`src/rtl/ld_hazard_pkg.sv`:
```
package ld_hazard_pkg;
  typedef enum logic [2:0] {
    CLS_NONE   = 3'd0,
    CLS_ALU    = 3'd1,
    CLS_LOAD   = 3'd2,
    CLS_STORE  = 3'd3,
    CLS_JUMP   = 3'd4,
    CLS_BRANCH = 3'd5
  } ins_cls_e;

  function automatic logic is_mem(input logic [2:0] c);
    return (c == CLS_LOAD) || (c == CLS_STORE);
  endfunction

  function automatic logic is_xfer(input logic [2:0] c);
    return (c == CLS_JUMP) || (c == CLS_BRANCH);
  endfunction
endpackage

```
`src/rtl/ld_hazard_detect.sv`:
```
module ld_hazard_detect
  import ld_hazard_pkg::*;
#(
  parameter int REG_W = 5
) (
  input  logic [2:0]       ex_cls,
  input  logic             ex_imm,
  input  logic [REG_W-1:0] ex_rs1,
  input  logic [REG_W-1:0] ex_rs2,
  input  logic [2:0]       mem_cls,
  input  logic [REG_W-1:0] mem_rd,
  output logic             risk,
  output logic             st_fwd
);
  logic ld_live;
  logic hit_a;
  logic hit_b;

  always_comb begin
    ld_live = (mem_cls == CLS_LOAD) && (mem_rd != '0);
    hit_a   = (ex_rs1 == mem_rd);
    hit_b   = (ex_rs2 == mem_rd);
    risk    = 1'b0;
    st_fwd  = 1'b0;
    if (ld_live) begin
      if (ex_cls == CLS_ALU)
        risk = hit_a || (!ex_imm && hit_b);
      else if (is_mem(ex_cls))
        risk = hit_a;
      st_fwd = (ex_cls == CLS_STORE) && hit_b;
    end
  end
endmodule

```
`src/rtl/ld_slot_check.sv`:
```
module ld_slot_check
  import ld_hazard_pkg::*;
#(
  parameter int SLOT_N = 2
) (
  input  logic       clk,
  input  logic       rst_n,
  input  logic       adv,
  input  logic [2:0] fetch_cls,
  output logic       slot_err
);
  localparam int CW = $clog2(SLOT_N + 1);

  logic [CW-1:0] left_q, left_d;
  logic          err_q, err_d;
  logic          occupied;

  always_comb begin
    left_d   = left_q;
    err_d    = 1'b0;
    occupied = (fetch_cls == CLS_ALU) || (fetch_cls == CLS_LOAD) ||
               (fetch_cls == CLS_STORE) || is_xfer(fetch_cls);
    if (adv) begin
      if (left_q != '0) begin
        err_d  = occupied;
        left_d = left_q - 1'b1;
      end else if (is_xfer(fetch_cls)) begin
        left_d = CW'(SLOT_N);
      end
    end
  end

  always_ff @(posedge clk or negedge rst_n) begin
    if (!rst_n) begin
      left_q <= '0;
      err_q  <= 1'b0;
    end else begin
      left_q <= left_d;
      err_q  <= err_d;
    end
  end

  assign slot_err = err_q;
endmodule

```
`src/rtl/ld_hazard_ctl.sv`:
```
module ld_hazard_ctl
  import ld_hazard_pkg::*;
#(
  parameter int REG_W  = 5,
  parameter int SLOT_N = 2
) (
  input  logic             clk,
  input  logic             rst_n,
  input  logic [2:0]       fetch_cls,
  input  logic [2:0]       ex_cls,
  input  logic             ex_imm,
  input  logic [REG_W-1:0] ex_rs1,
  input  logic [REG_W-1:0] ex_rs2,
  input  logic [2:0]       mem_cls,
  input  logic [REG_W-1:0] mem_rd,
  output logic             stall,
  output logic             mem_kill,
  output logic             if_en,
  output logic             id_en,
  output logic             ex_en,
  output logic             lmdr_hold,
  output logic             st_fwd,
  output logic             slot_err
);
  logic risk;
  logic hold_q, hold_d;

  ld_hazard_detect #(.REG_W(REG_W)) u_detect (
    .ex_cls  (ex_cls),
    .ex_imm  (ex_imm),
    .ex_rs1  (ex_rs1),
    .ex_rs2  (ex_rs2),
    .mem_cls (mem_cls),
    .mem_rd  (mem_rd),
    .risk    (risk),
    .st_fwd  (st_fwd)
  );

  ld_slot_check #(.SLOT_N(SLOT_N)) u_slots (
    .clk       (clk),
    .rst_n     (rst_n),
    .adv       (!risk),
    .fetch_cls (fetch_cls),
    .slot_err  (slot_err)
  );

  always_comb hold_d = risk;

  always_ff @(posedge clk or negedge rst_n) begin
    if (!rst_n) hold_q <= 1'b0;
    else        hold_q <= hold_d;
  end

  assign stall     = risk;
  assign mem_kill  = risk;
  assign if_en     = !risk;
  assign id_en     = !risk;
  assign ex_en     = !risk;
  assign lmdr_hold = hold_q;
endmodule

```
`config.mk`:
```
export PLATFORM = sky130hd
export DESIGN_NAME = ld_hazard_ctl
export DESIGN_NICKNAME = d
export VERILOG_FILES = /design/src/rtl/ld_hazard_pkg.sv /design/src/rtl/ld_hazard_detect.sv /design/src/rtl/ld_slot_check.sv /design/src/rtl/ld_hazard_ctl.sv
export SDC_FILE = /design/constraint.sdc
export NUM_CORES = 1
export LEC_CHECK = 0
export BUFFER_PORTS_ARGS = -buffer_cell sky130_fd_sc_hd__buf_2
export CORE_AREA = 2 2 39 41
export CTS_BUF_LIST = sky130_fd_sc_hd__clkbuf_8
export CTS_CLUSTER_DIAMETER = 120
export CTS_CLUSTER_SIZE = 25
export DETAILED_ROUTE_END_ITERATION = 10
export DIE_AREA = 0 0 41 43
export GPL_ROUTABILITY_DRIVEN = 0
export PLACE_DENSITY_LB_ADDON = 0.25
export SYNTH_ARGS = -nofsm -noshare
export SYNTH_HDL_FRONTEND = slang
export SYNTH_SLANG_ARGS = --single-unit
export TNS_END_PERCENT = 20
```
`constraint.sdc`:
```
create_clock -name clk -period 1.3 [get_ports clk]
set_input_delay 0.065 -clock clk [delete_from_list [all_inputs] [get_ports clk]]
set_output_delay 0.065 -clock clk [all_outputs]
set_load 0.02 [all_outputs]
```
==> flow_summary.yaml <==
synthesis:
  synth_top_cell_by_area: "dfrtp_1"
  netlist_area_um2: 422
  synth.ff_latch_count: 4
  synth_warnings: 0
  yosysTopAreaCellShare: 0.237
  synth_cell_types: 19
  netlist_instances: 47
  synthTopCellsByArea: "dfrtp_1 (24%), xnor2_1 (17%), ha_1 (5.9%), buf_4 (5.3%), a211oi_4 (4.7%)"
  syn_avg_cell_area_um2: 8.97
  syn-num-nets: 76
  synth-seq-area-share: 0.237
drt:
  wl_per_cell_um: 10.9
  drt-total-wl_um: 1160
  drt-pass1-iter-count: 4
  viasPerCell: 4.70
  drtAntennaViolNets: 0
  drtIter0Drc: 3
  route.vias.total: 503
  drc_errors: 0
floorplanning:
  initial_core_util: 0.305
  rows: 14
  die_h_um: 43
  dieArea_mm2: 0.00176
  die_w_um: 41
  design.core.area_mm2: 0.00138
  pin_count: 35
run_status:
  violations: "negative setup slack"
  status: "finished with violations"
global_routing:
  grt_pass1_wl_um: 1740
  grt_overflow: 0
  grt.total_usage: 0.150
  antenna_found_initial: 0
  grt_pass1_vias: 477
  grt_start_max_net_pins: 6
clocking:
  worstSkewPairLatency_ns: 0.22
  clk_pin_slew_worst_paths_ns: 0.03
  clock_path_buffers: 2
  cts_buffers: 3
  htreeDepth: 1
  cts_tree: "built"
  cts_sinks: 4
  cts_root_buf: "clkbuf_8"
finish:
  fill_cells: 126
  drive_above_1_share: 0.626
  final_area_um2: 782
  diodes: 0
  syn2layout_area_growth_pct: 85.5
  nets: 122
sta:
  rsz0062_at_grt: "true"
  worst_clock_skew_ns: 0.000385
  final.min_clock_period_ns: 1.38
  fin_ws_ns: -0.0754
  hold_viol: 0
  setup_viol: 5
  max_freq_ghz: 0.727
  period_share: 1.06
  worstMarginPinSlew_ns: 0.366
  slew_headroom: 0.750
  final-max-slew-violation-count: 0
setup_path:
  timing.rr.end: "u_slots.left_q[0]"
  worst_ep_required_time_ns: 1.24
  critical_path_arrival_ns: 1.31
  start_kind: "input port"
  cp-end-kind: "output pin"
  critical_path_class: "input port to output pin"
  rrSetupSlack_ns: 0.05
  reg2reg_depth: 6
  reg2reg_from: "u_slots.left_q[0]"
  crit_path_max_fanout: 5
power_and_ir_drop:
  power_density_mw_per_mm2: 1100
  p_leak_nw: 0.377
  sw_frac_of_total: 0.319
  p_total_uw: 859
  seqPwrFrac: 0.222
  p_sw_uw: 274
  peakVddDrop_uv: 478
  p_comb_frac: 0.478
  p_int_uw: 585
  clock_power_share: 0.301
placement:
  dp_hpwl_um: 927
  place_area_um2: 653
  numPortBuffers: 34
hold_path:
  hold_class: "input port to flop"
  whs_endpoint: "u_slots.slot_err"
  min-delay-start: "fetch_cls[1]"
  hold_depth: 2
job:
  drv_cap: 0
==> state kept, by name, summed over array words and instances (netlist names) <==
signal            flops
u_slots.slot_err      1
lmdr_hold             1
u_slots.left_q        2
==> area by class of cell <==
type	count	area, µm²	area share
clock buffers	3	41.3	0.0528
multi-input cells	35	342	0.437
flip-flops and latches	4	100	0.128
well taps	16	20.0	0.0256
inverters	5	23.8	0.0304
repair buffers	44	255	0.326
==> power groups by stage <==
stage               clock network, mW  registers, mW  logic (mW)
floorplan                           0          0.214       0.165
global placement                    0          0.193       0.326
detailed placement                  0          0.191       0.338
CTS                             0.265          0.192       0.340
global route                    0.277          0.200       0.457
finish                          0.258          0.190       0.410
==> synthesized netlist by cell type, drive strengths merged <==
library cell  n
xor2          2
nand2         3
or3           1
nand4         1
or4b          1
a21boi        1
o21a          1
dfrtp         4
xnor2         8
ha            2
a2111oi       2
o211ai        2
nand3         2
a211oi        1
nor2          2
o311ai        2
buf           3
inv           5
nor3          4
==> per-layer routing <==
layer  wire length (µm)  vias to the layer above  GRT usage
li1                   -                      253          -
met1                411                      221      0.148
met2                617                       25      0.253
met3                103                        4     0.0209
met4                 30                        0      0.120
met5                  0                        -          0
==> per-stage QoR <==
stage	std cells	util	hold WS (ns)	TNS (ns)	worst slack (ns)
6_report	107	0.565	0.0771	-0.357	-0.0754
5_1_grt	107	0.565	0.0763	-0.597	-0.115
4_1_cts	107	0.520	0.0738	-0.386	-0.0707
3_5_place_dp	101	0.472	-0.128	-0.854	-0.126
3_3_place_gp	101	0.472	-0.128	-0.639	-0.0789
2_1_floorplan	47	-	-0.231	-0.0372	-0.0140
==> worst max-delay path, stage by stage <==
cell,delay (ns)
buf_2,0.10
or4b_4,0.57
a211oi_4,0.20
o21a_4,0.20
inv_6,0.03
buf_2,0.15
==> logic make-up (layout without fill, tap and decap cells) <==
family          after synthesis  after routing  share of synthesized area
simple gates                 14             14                      0.178
xor+xnor                     10             10                      0.208
compound gates                9              9                      0.220
buf+inv                       8             52                     0.0979
flops                         4              4                      0.237
fa+ha+maj                     2              2                     0.0593
==> layout by cell type (no fill, tap or decap), drive strengths merged <==
master       netlist  final
xor2               2      2
nand3              2      2
a21boi             1      1
dfrtp              4      4
nand2              3      3
nor3               4      4
xnor2              8      8
o211ai             2      2
ha                 2      2
o21a               1      1
a2111oi            2      2
buf                3     43
a211oi             1      1
inv                5      5
nor2               2      2
o311ai             2      2
nand4              1      1
or4b               1      1
or3                1      1
dlygate4sd3        0      1
clkbuf             0      3
==> repair_timing <==
item                                   CTS  global route
setup endpoints to repair                6             8
setup buffers                            2             0
pin swaps                                0             3
hold buffers                             1             0
gates resized for setup                  0            11
endpoints found under the hold margin    4             0
==> worst max path at each step <==
stage              start                 to  slack [ns]
6_report       ex_cls[2]              if_en       -0.08
5_1_grt        ex_cls[2]              if_en       -0.11
4_1_cts        ex_cls[2]              id_en       -0.07
3_5_place_dp   ex_cls[2]  u_slots.left_q[0]       -0.13
3_3_place_gp   ex_cls[2]           mem_kill       -0.08
2_1_floorplan  ex_cls[2]              id_en       -0.01
Power figures use the tool's default switching activity.
